<file path="src/rtl/ssq_pkg.sv">
package ssq_pkg;

   typedef enum logic [2:0] {
      ST_F1 = 3'd0,
      ST_F2 = 3'd1,
      ST_F3 = 3'd2,
      ST_E1 = 3'd3,
      ST_E2 = 3'd4,
      ST_E3 = 3'd5
   } ssq_step_e;

   typedef enum logic [1:0] {
      CLS_NOP  = 2'd0,
      CLS_ADD  = 2'd1,
      CLS_LOAD = 2'd2
   } ssq_cls_e;

   typedef struct packed {
      logic pc_out;
      logic pc_in;
      logic mar_in;
      logic mem_read;
      logic mdr_in_ext;
      logic mdr_out;
      logic ir_in;
      logic y_in;
      logic z_in;
      logic z_out;
      logic sel_const4;
      logic alu_add;
      logic wait_mem;
   } ssq_ctl_t;

endpackage

</file>
<file path="src/rtl/ssq_opdec.sv">
module ssq_opdec
   import ssq_pkg::*;
#(
   parameter int OPC_W    = 4,
   parameter int OPC_ADD  = 1,
   parameter int OPC_LOAD = 2
) (
   input  logic [OPC_W-1:0] opcode,
   output ssq_cls_e         cls
);

   always_comb begin
      if (opcode == OPC_W'(OPC_ADD))
         cls = CLS_ADD;
      else if (opcode == OPC_W'(OPC_LOAD))
         cls = CLS_LOAD;
      else
         cls = CLS_NOP;
   end

endmodule

</file>
<file path="src/rtl/ssq_stepctr.sv">
module ssq_stepctr
   import ssq_pkg::*;
(
   input  logic      clk,
   input  logic      rst_n,
   input  logic      advance,
   input  logic      restart,
   output ssq_step_e step
);

   always_ff @(posedge clk) begin
      if (!rst_n)
         step <= ST_F1;
      else if (advance)
         step <= restart ? ST_F1 : ssq_step_e'(step + 3'd1);
   end

   AST_STEP_LEGAL: assert property (@(posedge clk) disable iff (!rst_n)
      step <= ST_E3);

   AST_HOLD_WHEN_STALLED: assert property (@(posedge clk) disable iff (!rst_n)
      !advance |=> $stable(step));

endmodule

</file>
<file path="src/rtl/ssq_onehot.sv">
module ssq_onehot #(
   parameter int N  = 8,
   parameter int IW = 3
) (
   input  logic [IW-1:0] idx,
   input  logic          en,
   output logic [N-1:0]  vec
);

   for (genvar i = 0; i < N; i++) begin : g_bit
      assign vec[i] = en && (idx == IW'(i));
   end

endmodule

</file>
<file path="src/rtl/ssq_strobe.sv">
module ssq_strobe
   import ssq_pkg::*;
(
   input  ssq_step_e step,
   input  ssq_cls_e  cls,
   output ssq_ctl_t  ctl,
   output logic      gpr_drive,
   output logic      gpr_pick2,
   output logic      gpr_load,
   output logic      last
);

   always_comb begin
      ctl       = '0;
      gpr_drive = 1'b0;
      gpr_pick2 = 1'b0;
      gpr_load  = 1'b0;
      last      = 1'b0;
      unique case (step)
         ST_F1: begin
            ctl.pc_out     = 1'b1;
            ctl.mar_in     = 1'b1;
            ctl.mem_read   = 1'b1;
            ctl.sel_const4 = 1'b1;
            ctl.alu_add    = 1'b1;
            ctl.z_in       = 1'b1;
         end
         ST_F2: begin
            ctl.z_out      = 1'b1;
            ctl.pc_in      = 1'b1;
            ctl.mdr_in_ext = 1'b1;
            ctl.wait_mem   = 1'b1;
         end
         ST_F3: begin
            ctl.mdr_out = 1'b1;
            ctl.ir_in   = 1'b1;
         end
         ST_E1: begin
            case (cls)
               CLS_ADD: begin
                  gpr_drive = 1'b1;
                  ctl.y_in  = 1'b1;
               end
               CLS_LOAD: begin
                  gpr_drive    = 1'b1;
                  ctl.mar_in   = 1'b1;
                  ctl.mem_read = 1'b1;
               end
               default: last = 1'b1;
            endcase
         end
         ST_E2: begin
            case (cls)
               CLS_ADD: begin
                  gpr_drive   = 1'b1;
                  gpr_pick2   = 1'b1;
                  ctl.alu_add = 1'b1;
                  ctl.z_in    = 1'b1;
               end
               CLS_LOAD: begin
                  ctl.mdr_in_ext = 1'b1;
                  ctl.wait_mem   = 1'b1;
               end
               default: last = 1'b1;
            endcase
         end
         ST_E3: begin
            last = 1'b1;
            case (cls)
               CLS_ADD: begin
                  ctl.z_out = 1'b1;
                  gpr_load  = 1'b1;
               end
               CLS_LOAD: begin
                  ctl.mdr_out = 1'b1;
                  gpr_load    = 1'b1;
               end
               default: ;
            endcase
         end
         default: last = 1'b1;
      endcase
   end

endmodule

</file>
<file path="src/rtl/step_sequencer.sv">
module step_sequencer
   import ssq_pkg::*;
#(
   parameter  int NREG     = 8,
   parameter  int OPC_W    = 4,
   parameter  int OPC_ADD  = 1,
   parameter  int OPC_LOAD = 2,
   localparam int RIDX_W   = (NREG > 1) ? $clog2(NREG) : 1
) (
   input  logic              clk,
   input  logic              rst_n,
   input  logic [OPC_W-1:0]  ir_opcode,
   input  logic [RIDX_W-1:0] ir_src1,
   input  logic [RIDX_W-1:0] ir_src2,
   input  logic [RIDX_W-1:0] ir_dst,
   input  logic              mem_done,
   output logic              pc_out,
   output logic              pc_in,
   output logic              mar_in,
   output logic              mem_read,
   output logic              mdr_in_ext,
   output logic              mdr_out,
   output logic              ir_in,
   output logic              y_in,
   output logic              z_in,
   output logic              z_out,
   output logic              sel_const4,
   output logic              alu_add,
   output logic              wait_mem,
   output logic [NREG-1:0]   gpr_out,
   output logic [NREG-1:0]   gpr_in
);

   if (NREG < 2) begin : g_bad_nreg
      $error("step_sequencer: NREG must be at least 2");
   end
   if (OPC_ADD == OPC_LOAD) begin : g_bad_opc
      $error("step_sequencer: add and load opcodes must differ");
   end
   if (OPC_ADD >= (1 << OPC_W) || OPC_LOAD >= (1 << OPC_W)) begin : g_bad_opw
      $error("step_sequencer: opcode value does not fit OPC_W");
   end

   ssq_step_e         step;
   ssq_cls_e          cls;
   ssq_ctl_t          ctl;
   logic              gpr_drive, gpr_pick2, gpr_load, last;
   logic              advance;
   logic [RIDX_W-1:0] drive_idx;

   ssq_opdec #(.OPC_W(OPC_W), .OPC_ADD(OPC_ADD), .OPC_LOAD(OPC_LOAD)) u_dec (
      .opcode (ir_opcode),
      .cls    (cls)
   );

   ssq_strobe u_strb (
      .step      (step),
      .cls       (cls),
      .ctl       (ctl),
      .gpr_drive (gpr_drive),
      .gpr_pick2 (gpr_pick2),
      .gpr_load  (gpr_load),
      .last      (last)
   );

   assign advance = !(ctl.wait_mem && !mem_done);

   ssq_stepctr u_ctr (
      .clk     (clk),
      .rst_n   (rst_n),
      .advance (advance),
      .restart (last),
      .step    (step)
   );

   assign drive_idx = gpr_pick2 ? ir_src2 : ir_src1;

   ssq_onehot #(.N(NREG), .IW(RIDX_W)) u_oh_out (
      .idx (drive_idx),
      .en  (gpr_drive),
      .vec (gpr_out)
   );

   ssq_onehot #(.N(NREG), .IW(RIDX_W)) u_oh_in (
      .idx (ir_dst),
      .en  (gpr_load),
      .vec (gpr_in)
   );

   assign pc_out     = ctl.pc_out;
   assign pc_in      = ctl.pc_in;
   assign mar_in     = ctl.mar_in;
   assign mem_read   = ctl.mem_read;
   assign mdr_in_ext = ctl.mdr_in_ext;
   assign mdr_out    = ctl.mdr_out;
   assign ir_in      = ctl.ir_in;
   assign y_in       = ctl.y_in;
   assign z_in       = ctl.z_in;
   assign z_out      = ctl.z_out;
   assign sel_const4 = ctl.sel_const4;
   assign alu_add    = ctl.alu_add;
   assign wait_mem   = ctl.wait_mem;

   AST_ONE_DRIVER: assert property (@(posedge clk) disable iff (!rst_n)
      $countones({pc_out, z_out, mdr_out, |gpr_out}) <= 1);

   AST_GPR_ONEHOT: assert property (@(posedge clk) disable iff (!rst_n)
      $onehot0(gpr_out) && $onehot0(gpr_in));

   AST_STALL_FREEZE: assert property (@(posedge clk) disable iff (!rst_n)
      (wait_mem && !mem_done) |=> $stable({ctl, gpr_out, gpr_in}));

   AST_IR_AFTER_PC: assert property (@(posedge clk) disable iff (!rst_n)
      ir_in |-> $past(pc_in && mem_done));

   AST_DST_FROM_MDR: assert property (@(posedge clk) disable iff (!rst_n)
      (mdr_out && |gpr_in) |-> $past(mdr_in_ext && mem_done));

   AST_ADD_THEN_FETCH: assert property (@(posedge clk) disable iff (!rst_n)
      (z_out && |gpr_in) |=> (pc_out && mar_in && sel_const4));

endmodule

</file>
<file path="config.mk">
export PLATFORM = sky130hd
export DESIGN_NAME = step_sequencer
export DESIGN_NICKNAME = d
export VERILOG_FILES = /design/src/rtl/ssq_pkg.sv /design/src/rtl/ssq_opdec.sv /design/src/rtl/ssq_stepctr.sv /design/src/rtl/ssq_onehot.sv /design/src/rtl/ssq_strobe.sv /design/src/rtl/step_sequencer.sv
export SDC_FILE = /design/constraint.sdc
export NUM_CORES = 1
export LEC_CHECK = 0
export ABC_CLOCK_PERIOD_IN_PS = 2710
export BUFFER_PORTS_ARGS = -buffer_cell sky130_fd_sc_hd__buf_2
export CAP_MARGIN = 25
export CORE_MARGIN = 2
export CORE_UTILIZATION = 40
export DETAILED_ROUTE_END_ITERATION = 16
export PLACE_DENSITY = 0.79
export SLEW_MARGIN = 20
export SYNTH_ARGS = -nofsm -noshare
export SYNTH_HDL_FRONTEND = slang
export SYNTH_SLANG_ARGS = --single-unit
</file>
<file path="constraint.sdc">
create_clock -name clk -period 2.71 [get_ports clk]
set_clock_uncertainty 0.05 [all_clocks]
set_input_delay 0.542 -clock clk [delete_from_list [all_inputs] [get_ports clk]]
set_output_delay 0.542 -clock clk [all_outputs]
set_load 0.01 [all_outputs]
</file>
==> results.yml, run 1 <==
pwr:
  p_int_uw: 284
  clockPowerShare: 0.141
  seq_power_share: 0.147
  leakage_nw: 0.454
  p_sw_frac: 0.481
  power.total_uw: 548
  ir_drop_uv: 588
  p_sw_uw: 263
  cellPowerDensity_nw_per_um2: 616
  pwr-share-comb: 0.712
global_route:
  grt_first_pass_wirelength_um: 2590
  grt_pass1_vias: 668
  grt_use_total: 0.172
  grtUsageMet3: 0.0375
  gr-usage-met2: 0.359
  top_usage_layer: "met2"
  antenna_found_initial: 0
  grt_max_degree: 11
  met1_usage: 0.172
  grt.overflow.total: 0
synthesis:
  ys_ff_latch: 3
  synth_compound_area_frac: 0.199
  synthCells: 95
  syn_area_per_cell_um2: 6.69
  async_reset_ff_frac: 0
  synth_area_leaders: "nor2_1 (11%), ha_1 (9.8%), dfxtp_1 (9.4%)"
  syn_nets: 116
  yosys.area.top_type_share: 0.112
  synth-simple-area-share: 0.411
  synthMuxAreaShare: 0.0335
  synth_top_family_by_area: "simple AND/OR/NAND/NOR gates"
  synthesis.area_um2: 636
  synth_xor_area_frac: 0.0138
  synth_edf_count: 0
  synth_seq_area_share: 0.0945
  ys_warn_count: 0
  synth_top_area_cell: "nor2_1"
  ys_types: 33
  synth_fa_ha_area_frac: 0.0984
  ys.flop_type: "dfxtp_1"
clocking:
  cts_made_buffers: 3
  cts_sinks: 3
  postCtsSetupBuffers: 0
  htree_levels: 1
  insertion_delay_ns: 0.23
  cts_root_buf: "clkbuf_4"
  clock_path_buffers: 2
  cts_tree: "yes"
  ctsHoldBuffers: 0
  clk_pin_slew_ns: 0.03
worst_setup_path:
  reg2reg_depth: 5
  cp_num_buf_inv: 2
  cp.arrival_ns: 2.01
  critPathMaxFanout: 7
  slowest_delay_ns: 0.39
  crit_family: "flip-flops"
  reg2reg_from: "u_ctr.step[0]"
  crit_slowest_cell: "dfxtp_1"
  cp_cell_sequence: "inv_1 -> ha_1 -> mux2_1 -> and4_1 -> a31oi_4 -> nor2_1 -> buf_2"
  reg2reg_to: "u_ctr.step[1]"
  cp.required_ns: 2.12
  worst_setup_path_end_kind: "output pin"
  reg2reg_slack_ns: 1.07
  startpoint_type: "register"
  critPathKind: "reg -> out"
run_status:
  outcome: "finished, final reports clean"
cells_and_area:
  nFillCells: 156
  final_common_cell: "buf_2"
  register_area_um2: 60.1
  nNetsFinal: 160
  drive_above_1_share: 0.406
  largest_reg_flops: 3
  layout_common_cells: "buf_2 (44), nor2_1 (19), inv_1 (12)"
  largest_register: "u_ctr.step"
  diodes: 0
  reg_top3: "u_ctr.step (3)"
  area.growth.synth_to_final_pct: 40.0
  multiInputGateArea_um2: 503
run:
  drv_cap: 0
placed_design:
  portBuffers: 44
  place_congestion: 0.752
  hpwl_um: 1510
timing:
  setup_violations: 0
  maxSlewHeadroom: 0.790
  worst_slew_pin_slew_ns: 0.315
  min_period_over_period: 0.960
  setup_tns_ns: 0
  hold_viol: 0
  rsz0062_at_grt: "no"
  period_needed_ns: 2.60
  timing.fmax_mhz: 384
  drv_slew: 0
floorplan:
  io_pins: 45
  die_h_um: 43.9
  core-area_um2: 1510
  die-area_um2: 1920
  die_w_um: 43.9
  start_util: 0.422
  row_count: 14
drt:
  drtIter0Drc: 13
  ant_nets: 0
  wl_um: 1750
  drtPass1Iterations: 7
  vias: 806
  avgViaCountPerCell: 5.23
  routedWlPerCell_um: 11.3
  drc: 0
hold_path:
  hold_path_depth: 2
  min_from: "u_ctr.step[1]"
  hp-class: "reg -> reg"
  min_to: "u_ctr.step[1]"
## layout make-up
class | count | area share
clock buffer | 4 | 0.0295
inverter | 12 | 0.0506
timing repair buffer | 46 | 0.264
sequential | 3 | 0.0675
multi-input combinational | 73 | 0.565
tap | 16 | 0.0225
## per-layer routing
metal | up-vias | wire length (um)
met2 | 30 | 1010
met3 | 0 | 119
met4 | 0 | 0
met5 | - | 0
li1 | 405 | -
met1 | 371 | 613
## power by group through the flow
stage | clock network [mW] | logic [mW] | registers, mW
2_1_floorplan | 0 | 0.294 | 0.0734
3_3_place_gp | 0 | 0.378 | 0.0797
3_5_place_dp | 0 | 0.391 | 0.0815
4_1_cts | 0.0792 | 0.393 | 0.0808
5_1_grt | 0.0855 | 0.432 | 0.0833
6_report | 0.0774 | 0.390 | 0.0804
## worst max path at each step
| stage | startpoint | to | slack [ns] | depth (start not counted) |
|---|---|---|---|---|
| floorplan | ir_opcode[1] | gpr_out[4] | 0.24 | 6 |
| global placement | ir_opcode[1] | gpr_out[6] | 0.06 | 6 |
| global route | u_ctr.step[0] | gpr_out[6] | 0.007 | 7 |
| CTS | ir_opcode[1] | gpr_out[6] | 0.03 | 6 |
| finish | u_ctr.step[0] | gpr_out[6] | 0.11 | 7 |
| detailed placement | ir_opcode[1] | gpr_out[6] | 0.02 | 6 |
## synthesized netlist by cell type, drive strengths merged (2+ instances only)
library cell and number:
and2 2, inv 12, buf 6, or4b 2
nand3 3, o21bai 2, nand2 6, nor2b 2
dfxtp 3, o31ai 2, or3 2, ha 5
nand2b 4, nor2 19, o21ai 2, nor3 5
a31oi 5
## per-stage QoR
step	hold WS, ns	worst slack (ns)	utilization	instances	area (um^2)
finish	0.488	0.109	0.591	154	890
global route	0.524	0.00670	0.591	154	890
CTS	0.491	0.0269	0.576	154	867
detailed placement	0.487	0.0243	0.558	150	841
global placement	0.451	0.0589	0.558	150	841
floorplan	0.432	0.242	-	95	636
## worst register-to-register path, delay by kind of cell (launching register included)
family                     cells  cell delay [ns]
AOI/OAI and AO/OA              3             0.72
DFF                            1             0.39
adders and majority gates      1             0.27
buffers and inverters          1             0.08
## kinds of logic after synthesis
group / Yosys count
buf+inv: 19
fa+ha+maj: 5
compound gates: 14
simple gates: 51
mux: 2
flops: 3
xor+xnor: 1
## repair_timing
item,CTS,global route
endpoints found under the hold margin,0,0
resized for setup,0,5
endpoints found under the setup margin,0,8
Note: power is estimated with default switching activity, not from simulation.
==> run 2: changes to the inputs <==
- ABC_CLOCK_PERIOD_IN_PS: 2710 -> 2800
- BUFFER_PORTS_ARGS: -buffer_cell sky130_fd_sc_hd__buf_2 -> not set
- CORE_UTILIZATION: 40 -> 38
- DONT_BUFFER_PORTS: not set -> 1
- PLACE_DENSITY: 0.79 -> not set
- clock period: 2.71 -> 2.8 ns (I/O delays scaled with it)
==> run 2 against run 1 <==
Against the previous run: clock-buffer cell count unchanged; final area decreased by 27%; power decreased by 22%; non-clock buffer count decreased by 44; first-iteration DRC count decreased by 38%; register-to-register slack improved by 0.13 ns; sequential cell count unchanged; worst setup slack improved by 0.13 ns; via count decreased by 23%; critical endpoint is now gpr_out[2]; largest power group unchanged; highest routed layer unchanged.
==> results.yml, run 2 (synthesized netlist as in run 1, its figures left out) <==
run_status:
  outcome: "finished, final reports clean"
clocking:
  cts_made_buffers: 3
  ctsHoldBuffers: 0
  cts_root_buf: "clkbuf_4"
  insertion_delay_ns: 0.23
  cts_resized: 0
  clk_pin_slew_ns: 0.03
  postCtsSetupBuffers: 0
  clock_path_buffers: 2
  htree_levels: 1
  cts_sinks: 3
  cts_tree: "yes"
timing:
  min_period_over_period: 0.916
  rsz0062_at_grt: "no"
  hold_viol: 0
  setup_violations: 0
  maxSlewHeadroom: 0.649
  drv_slew: 0
  period_needed_ns: 2.56
  timing.fmax_mhz: 390
  worst_slew_pin_slew_ns: 0.526
  timing.final.ws_setup_ns: 0.236
  setup_tns_ns: 0
cells_and_area:
  layout_common_cells: "nor2_1 (19), inv_1 (12), nand2_1 (6)"
  diodes: 0
  largest_register: "u_ctr.step"
  nNetsFinal: 116
  reg_top3: "u_ctr.step (3)"
  nFillCells: 159
  drive_above_1_share: 0.0745
  final_common_cell: "nor2_1"
  largest_reg_flops: 3
  area.growth.synth_to_final_pct: 1.77
global_route:
  gr-usage-met2: 0.232
  met1_usage: 0.167
  grt_use_total: 0.134
  top_usage_layer: "met2"
  grt_max_degree: 11
  grt.overflow.total: 0
  grtUsageMet3: 0.0280
  grt_first_pass_wirelength_um: 2070
  antenna_found_initial: 0
  grt_pass1_vias: 535
floorplan:
  row_count: 14
  die_h_um: 44.9
  io_pins: 45
  start_util: 0.412
  die-area_um2: 2020
  core-area_um2: 1540
  die_w_um: 44.9
drt:
  ant_nets: 0
  avgViaCountPerCell: 5.64
  vias: 620
  drtIter0Drc: 8
  drc: 0
  routedWlPerCell_um: 12.9
  wl_um: 1420
  drtPass1Iterations: 4
worst_setup_path:
  critPathMaxFanout: 5
  slowest_delay_ns: 0.60
  startpoint_type: "primary input"
  worst_setup_path_end_kind: "output pin"
  critPathKind: "in -> out"
  crit_slowest_cell: "or4b_1"
  cp.arrival_ns: 1.95
  reg2reg_slack_ns: 1.20
  cp_cell_sequence: "or4b_1 -> buf_4 -> nor3_1 -> a31oi_4 -> nor2_1"
  cp.required_ns: 2.19
pwr:
  power.total_uw: 427
  ir_drop_uv: 377
  leakage_nw: 0.245
  cellPowerDensity_nw_per_um2: 660
hold_path:
  hp-class: "in -> reg"
run:
  drv_cap: 0
placed_design:
  place_ws_ns: 0.223
  hpwl_um: 1220
  place_congestion: 0.747
  portBuffers: 0
run 2: critical path, delay by kind of cell:
family          cells  cell delay (ns)
compound gates      1             0.07
buf+inv             1             0.19
simple gates        3             1.14
run 2: cell type report:
type | instances | area [um^2] | share of cell area
Multi-Input combinational cell | 73 | 480 | 0.743
Sequential cell | 3 | 60.1 | 0.0928
Inverter | 12 | 45.0 | 0.0696
Clock buffer | 4 | 26.3 | 0.0406
Tap cell | 16 | 20.0 | 0.0309
Timing Repair Buffer | 2 | 15.0 | 0.0232
run 2: stage by stage:
stage | util | std cells | area, um^2 | hold slack [ns]
after detailed placement | 0.403 | 106 | 621 | 0.472
final | 0.420 | 110 | 647 | 0.434
after floorplan | - | 95 | 636 | 0.432
after global placement | 0.403 | 106 | 621 | 0.457
after global routing | 0.420 | 110 | 647 | 0.446
after CTS | 0.420 | 110 | 647 | 0.431
run 2: worst paths after layout:
check,start,endpoint,cells after the start
worst max-delay path,ir_opcode[1],gpr_out[2],5
worst min-delay path,rst_n,u_ctr.step[1],2
worst min register to register,u_ctr.step[1],u_ctr.step[1],2
worst max register to register,u_ctr.step[0],u_ctr.step[1],5
run 2: per-layer routing:
metal	part of all wire	vias to the layer above	wire length, um
met5	0	-	0
li1	-	319	-
met2	0.45	30	644
met4	0	0	0
met1	0.45	271	639
met3	0.098	0	140
run 2: power by group:
part | internal, mW | leakage [nW] | switching, mW
registers | 0.0586 | 0.0246 | 0.0185
logic | 0.0926 | 0.206 | 0.183
clock network | 0.0533 | 0.0150 | 0.0210
total | 0.204 | 0.245 | 0.223
